==> config.mk <==
export PLATFORM = sky130hd
export DESIGN_NAME = masked_gpio_port
export DESIGN_NICKNAME = d
export VERILOG_FILES = /design/src/rtl/mgpio_pkg.sv /design/src/rtl/mgpio_sync.sv /design/src/rtl/mgpio_decode.sv /design/src/rtl/mgpio_regs.sv /design/src/rtl/mgpio_readback.sv /design/src/rtl/masked_gpio_port.sv
export SDC_FILE = /design/constraint.sdc
export NUM_CORES = 1
export LEC_CHECK = 0
export ABC_CLOCK_PERIOD_IN_PS = 3500
export BUFFER_PORTS_ARGS = -buffer_cell sky130_fd_sc_hd__buf_2
export CAP_MARGIN = 20
export CORE_MARGIN = 1.5
export CORE_UTILIZATION = 50
export DETAILED_ROUTE_END_ITERATION = 10
export GPL_TIMING_DRIVEN = 0
export PLACE_DENSITY = 0.89
export SLEW_MARGIN = 25
export SYNTH_ARGS = -nofsm -noshare
export SYNTH_HDL_FRONTEND = slang
export SYNTH_SLANG_ARGS = --single-unit
export TNS_END_PERCENT = 1
==> constraint.sdc <==
create_clock -name clk -period 3.5 [get_ports clk]
set_input_delay 0.7 -clock clk [delete_from_list [all_inputs] [get_ports clk]]
set_output_delay 0.7 -clock clk [all_outputs]
set_load 0.01 [all_outputs]
==> src/rtl/mgpio_pkg.sv <==
package mgpio_pkg;

  // Mask-gated merge: bits with sel=1 come from nw, others from old.
  function automatic logic [31:0] masked_merge(input logic [31:0] old,
                                               input logic [31:0] nw,
                                               input logic [31:0] sel);
    return (old & ~sel) | (nw & sel);
  endfunction

  // Per-pin visible level: outputs show the latch, inputs show the pad.
  function automatic logic [31:0] pin_level(input logic [31:0] latch,
                                            input logic [31:0] pad,
                                            input logic [31:0] dir);
    return (latch & dir) | (pad & ~dir);
  endfunction

endpackage

==> src/rtl/mgpio_sync.sv <==
module mgpio_sync #(
  parameter int W      = 12,
  parameter int STAGES = 2
) (
  input  logic         clk,
  input  logic         rst_n,
  input  logic [W-1:0] d,
  output logic [W-1:0] q
);
  logic [W-1:0] stage_q [STAGES];

  generate
    for (genvar s = 0; s < STAGES; s++) begin : g_stage
      if (s == 0) begin : g_first
        always_ff @(posedge clk or negedge rst_n) begin
          if (!rst_n) stage_q[0] <= '0;
          else        stage_q[0] <= d;
        end
      end else begin : g_next
        always_ff @(posedge clk or negedge rst_n) begin
          if (!rst_n) stage_q[s] <= '0;
          else        stage_q[s] <= stage_q[s-1];
        end
      end
    end
  endgenerate

  assign q = stage_q[STAGES-1];
endmodule

==> src/rtl/mgpio_decode.sv <==
module mgpio_decode #(
  parameter int          ADDR_W     = 16,
  parameter int          PIN_N      = 12,
  parameter logic [15:0] DIR_OFFSET = 16'h8000
) (
  input  logic [ADDR_W-1:0] addr,
  input  logic              we,
  input  logic              re,
  output logic              data_wr,
  output logic              dir_wr,
  output logic              data_rd,
  output logic              dir_rd,
  output logic [PIN_N-1:0]  mask
);
  localparam int          WIN_TOP  = PIN_N + 2;
  localparam logic [ADDR_W-3:0] DIR_WORD = ADDR_W'(DIR_OFFSET) >> 2;

  logic in_data, in_dir;

  assign in_data = (addr[ADDR_W-1:WIN_TOP] == '0);
  assign in_dir  = (addr[ADDR_W-1:2] == DIR_WORD);
  assign mask    = addr[WIN_TOP-1:2];

  assign data_wr = we & in_data;
  assign dir_wr  = we & in_dir;
  assign data_rd = re & in_data;
  assign dir_rd  = re & in_dir;
endmodule

==> src/rtl/mgpio_regs.sv <==
module mgpio_regs
  import mgpio_pkg::*;
#(
  parameter int PIN_N  = 12,
  parameter int DATA_W = 32
) (
  input  logic              clk,
  input  logic              rst_n,
  input  logic              data_wr,
  input  logic              dir_wr,
  input  logic [PIN_N-1:0]  mask,
  input  logic [DATA_W-1:0] wdata,
  output logic [PIN_N-1:0]  latch_q,
  output logic [PIN_N-1:0]  dir_q
);
  logic [PIN_N-1:0] latch_next;
  logic             armed_q;

  assign latch_next = PIN_N'(masked_merge(32'(latch_q), 32'(wdata[PIN_N-1:0]), 32'(mask)));

  always_ff @(posedge clk or negedge rst_n) begin
    if (!rst_n) begin
      latch_q <= '0;
      dir_q   <= '0;
      armed_q <= 1'b0;
    end else begin
      armed_q <= 1'b1;
      if (data_wr) latch_q <= latch_next;
      if (dir_wr)  dir_q   <= wdata[PIN_N-1:0];
    end
  end

  AST_MASKED_KEEP: assert property (@(posedge clk) disable iff (!rst_n)
    armed_q && $past(data_wr) |-> ((latch_q & ~$past(mask)) == ($past(latch_q) & ~$past(mask))));
  AST_MASKED_TAKE: assert property (@(posedge clk) disable iff (!rst_n)
    armed_q && $past(data_wr) |-> ((latch_q & $past(mask)) == ($past(wdata[PIN_N-1:0]) & $past(mask))));
  AST_LATCH_IDLE: assert property (@(posedge clk) disable iff (!rst_n)
    armed_q && !$past(data_wr) |-> $stable(latch_q));
  AST_DIR_IDLE: assert property (@(posedge clk) disable iff (!rst_n)
    armed_q && !$past(dir_wr) |-> $stable(dir_q));
endmodule

==> src/rtl/mgpio_readback.sv <==
module mgpio_readback
  import mgpio_pkg::*;
#(
  parameter int PIN_N  = 12,
  parameter int DATA_W = 32
) (
  input  logic              clk,
  input  logic              rst_n,
  input  logic              re,
  input  logic              data_rd,
  input  logic              dir_rd,
  input  logic [PIN_N-1:0]  mask,
  input  logic [PIN_N-1:0]  latch_q,
  input  logic [PIN_N-1:0]  dir_q,
  input  logic [PIN_N-1:0]  pad_sync,
  output logic [DATA_W-1:0] rdata
);
  logic [PIN_N-1:0] level;
  logic [PIN_N-1:0] data_view;
  logic             armed_q;

  assign level     = PIN_N'(pin_level(32'(latch_q), 32'(pad_sync), 32'(dir_q)));
  assign data_view = level & mask;

  always_ff @(posedge clk or negedge rst_n) begin
    if (!rst_n) begin
      rdata   <= '0;
      armed_q <= 1'b0;
    end else begin
      armed_q <= 1'b1;
      if (re) begin
        if (data_rd)     rdata <= DATA_W'(data_view);
        else if (dir_rd) rdata <= DATA_W'(dir_q);
        else             rdata <= '0;
      end
    end
  end

  AST_READ_MASKED: assert property (@(posedge clk) disable iff (!rst_n)
    armed_q && $past(data_rd) |-> ((rdata[PIN_N-1:0] & ~$past(mask)) == '0));
  AST_READ_UPPER: assert property (@(posedge clk) disable iff (!rst_n)
    armed_q && $past(re) |-> (rdata[DATA_W-1:PIN_N] == '0));
  AST_READ_HOLD: assert property (@(posedge clk) disable iff (!rst_n)
    armed_q && !$past(re) |-> $stable(rdata));
  AST_UNMAPPED_ZERO: assert property (@(posedge clk) disable iff (!rst_n)
    armed_q && $past(re) && !$past(data_rd) && !$past(dir_rd) |-> (rdata == '0));
endmodule

==> src/rtl/masked_gpio_port.sv <==
module masked_gpio_port #(
  parameter int          PIN_N       = 12,
  parameter int          ADDR_W      = 16,
  parameter int          DATA_W      = 32,
  parameter int          SYNC_STAGES = 2,
  parameter logic [15:0] DIR_OFFSET  = 16'h8000
) (
  input  logic              clk,
  input  logic              rst_n,
  input  logic [ADDR_W-1:0] bus_addr,
  input  logic [DATA_W-1:0] bus_wdata,
  input  logic              bus_we,
  input  logic              bus_re,
  output logic [DATA_W-1:0] bus_rdata,
  input  logic [PIN_N-1:0]  pad_in,
  output logic [PIN_N-1:0]  pad_out,
  output logic [PIN_N-1:0]  pad_oe
);
  logic             data_wr, dir_wr, data_rd, dir_rd;
  logic [PIN_N-1:0] mask, latch_q, dir_q, pad_sync;

  mgpio_decode #(.ADDR_W(ADDR_W), .PIN_N(PIN_N), .DIR_OFFSET(DIR_OFFSET)) u_decode (
    .addr(bus_addr), .we(bus_we), .re(bus_re),
    .data_wr(data_wr), .dir_wr(dir_wr), .data_rd(data_rd), .dir_rd(dir_rd), .mask(mask)
  );

  mgpio_sync #(.W(PIN_N), .STAGES(SYNC_STAGES)) u_sync (
    .clk(clk), .rst_n(rst_n), .d(pad_in), .q(pad_sync)
  );

  mgpio_regs #(.PIN_N(PIN_N), .DATA_W(DATA_W)) u_regs (
    .clk(clk), .rst_n(rst_n), .data_wr(data_wr), .dir_wr(dir_wr), .mask(mask),
    .wdata(bus_wdata), .latch_q(latch_q), .dir_q(dir_q)
  );

  mgpio_readback #(.PIN_N(PIN_N), .DATA_W(DATA_W)) u_readback (
    .clk(clk), .rst_n(rst_n), .re(bus_re), .data_rd(data_rd), .dir_rd(dir_rd),
    .mask(mask), .latch_q(latch_q), .dir_q(dir_q), .pad_sync(pad_sync), .rdata(bus_rdata)
  );

  assign pad_oe  = dir_q;
  assign pad_out = latch_q & dir_q;

  AST_OUT_ONLY_ENABLED: assert property (@(posedge clk) disable iff (!rst_n)
    ((pad_out & ~pad_oe) == '0));
  AST_RESET_INPUTS: assert property (@(posedge clk)
    !rst_n |-> (pad_oe == '0));
endmodule

==> results by group <==
Outcome
  – Status: completed

Worst setup path
  – Startpoint types: input port
  – Worst EP required: 3.72 ns
  – Crit. End Element: flop
  – End of the worst register-to-register path: u_readback.rdata[1]
  – Reg2reg start: u_regs.dir_q[1]
  – Worst Setup SP: bus_addr[2]
  – Largest stage delay, worst path: 0.61 ns
  – Reg2reg path depth: 3
  – R2r setup slk: 2.17 ns
  – Crit Path Max Fanout: 10
  – Crit-path slowest cell: or4_1
  – WS Path Type: input port to flop
  – CP arrival: 2.37 ns
  – Worst-path cell chain: buf_2 -> or4_1 -> nor4_4 -> buf_6 -> mux2_2

Synth
  – Synth top area cells: dfrtp_1, mux2_2, a41o_1, buf_4, and2_1
  – Synth warnings: 0
  – Synth cell count leaders: dfrtp_1, mux2_2, a41o_1
  – Post-synth top area cell: dfrtp_1
  – Post-synth top area share: 56.95%
  – EDFF count, synth: 0
  – Netlist cell types: 20
  – Netlist Area Pre-Place: 2636 um2
  – Main flop type after synthesis: dfrtp_1
  – Most frequent cell after synthesis: dfrtp_1
  – Post-synthesis area per instance: 13.52 um2
  – #FFs+latches synth: 60
  – Asr flop ratio synth: 100.0%
  – Post-Syn Instances: 195
  – Fraction of the yosys area taken by sequential cells: 56.95%

STA
  – Final Hold Viols: 0
  – Clock Skew: 0.003416 ns
  – Final setup viols: 0
  – Max-slew violations: 0
  – Min Tclk post-route: 2.149 ns
  – Crit share post-route: 61.39%
  – Slew HR: 51.70%
  – FMAX: 465.4 MHz
  – Final Worst Setup Slack: 1.351 ns
  – RSZ-0062 raised after global routing: no
  – Worst-margin pin slew: 0.7245 ns
  – Setup TNS: 0 ns

Drt
  – Final wirelength: 5.768 mm
  – Vias per cell: 5.056
  – DR vias: 1906
  – Post-DRT Antenna Nets: 0
  – WL/cell: 15.30 um
  – Initial DRC Count: 100
  – First-pass detailed-route iteration total: 4
  – DR DRC count: 0

Clock tree
  – CTS Hold Buffers Added: 0
  – CTS Sinks: 60
  – Clock Latency Late Sink: 0.34 ns
  – TritonCTS Buffers: 9
  – Max clock buf depth: 2
  – CTS root buffer: clkbuf_8
  – # H-tree levels: 3
  – Postcts setup bufs: 0
  – # resized after CTS: 0
  – Clock tree from TritonCTS: done
  – Clock-pin slew on the worst setup and hold paths: 0.06 ns

Hold path
  – Hold Crit Class: flop to flop
  – Worst Hold Path EP: u_sync.q[4]
  – Hold path start: u_sync.stage_q[16]
  – Hold path depth: 0

Floorplanning
  – Die area: 5717 um2
  – Placeable Area: 5107 um2
  – Io pins: 120
  – Initial Util: 51.62%
  – Die width: 75.61 um
  – FP Rows: 26
  – Die boundary height: 75.61 um

GRT
  – GR Util met1: 26.02%
  – Grt met2 use: 37.13%
  – Pin count of the biggest net entering global routing: 61
  – Grt peak-use layer: met2
  – Vias in the first global route: 1838
  – Antenna violations before repair: 0
  – First-pass GRT wire length: 8.901 mm
  – Total GRT Usage: 22.24%
  – GR Overflow Total: 0
  – Met3 Use GR: 8.862%

Final layout
  – P&R area growth vs syn: 29.00%
  – Core Util, Final: 66.59%
  – Diode count: 0
  – Proportion of layout cells with a drive suffix above 1: 50.49%
  – Layout Nets: 366

Power and ir drop
  – Pwr/cell area: 470.7 nW/um2
  – VDD IR max: 324.5 uV
  – Leakage power: 1.931 nW

Placement
  – Port Buffers: 77
  – Setup WS pre-CTS: 0.9887 ns
  – Detailed placement HPWL: 4.108 mm
  – Routability Congestion: 0.7578

Job
  – Max Cap Viol: 0
[how the worst max path moves through the flow]
stage	endpoint	slack [ns]	cells past startpoint
2_1_floorplan	u_regs.dir_q[10]	1.28	4
3_5_place_dp	u_regs.dir_q[1]	0.99	5
4_1_cts	u_regs.dir_q[1]	1.35	5
6_report	u_regs.dir_q[1]	1.35	5
3_3_place_gp	u_regs.dir_q[2]	1.01	5
5_1_grt	u_regs.dir_q[1]	1.29	5
[placed cells by master (no fill, tap or decap), types with 2 or more instances in the layout]
cell,count
a41o_1,24
conb_1,20
buf_2,76
and2_1,12
mux2_2,36
dfrtp_1,60
bufinv_16,2
nor2_1,2
nand2_1,12
nor2b_1,12
clkbuf_8,10
buf_4,22
clkbuf_1,7
[metrics by stage]
step	std cells	hold slack, ns	cell area (um2)	total power, W
2_1_floorplan	214	0.3312	2708	0.0008618
3_3_place_gp	361	0.3327	3181	0.0009263
4_1_cts	377	0.3479	3401	0.001619
6_report	377	0.3464	3401	0.001601
3_5_place_dp	361	0.3347	3183	0.0009350
5_1_grt	377	0.3610	3401	0.001669
[where the power goes]
| group | switching (W) | internal (W) | leakage (nW) |
|---|---|---|---|
| clock | 0.000259 | 0.000419 | 0.107 |
| combinational | 0.0000758 | 0.0000768 | 1.07 |
| sequential | 0.0000264 | 0.000743 | 0.756 |
[cell type report]
class / instances / area [um2]
fill: 423 / 1707
sequential: 60 / 1501
multi-input combinational: 126 / 1015
timing repair buffer: 77 / 387.9
buffer: 28 / 191.4
clock buffer: 12 / 145.1
tap: 70 / 87.58
clock inverter: 4 / 72.57
[per-layer routing]
metal	vias up	wire (um)
met1	933	2349
li1	887	-
met2	78	2937
met3	8	409
met5	-	0
met4	0	72
[worst max-delay path, delay by kind of cell]
kind | cells | cell delay, ns
multiplexers | 1 | 0.36
buffers and inverters | 2 | 0.35
AND/OR/NAND/NOR | 2 | 0.95
[cell families after synthesis]
kind of cell / count (synthesis) / share of synthesized area (%)
buffers and inverters: 28 / 7.261
AOI/OAI and AO/OA: 24 / 9.112
and+or+nand+nor: 46 / 11.15
DFF: 60 / 56.95
muxes: 36 / 15.38
other: 1 / 0.1422
Note: power is estimated with default switching activity, not from simulation.
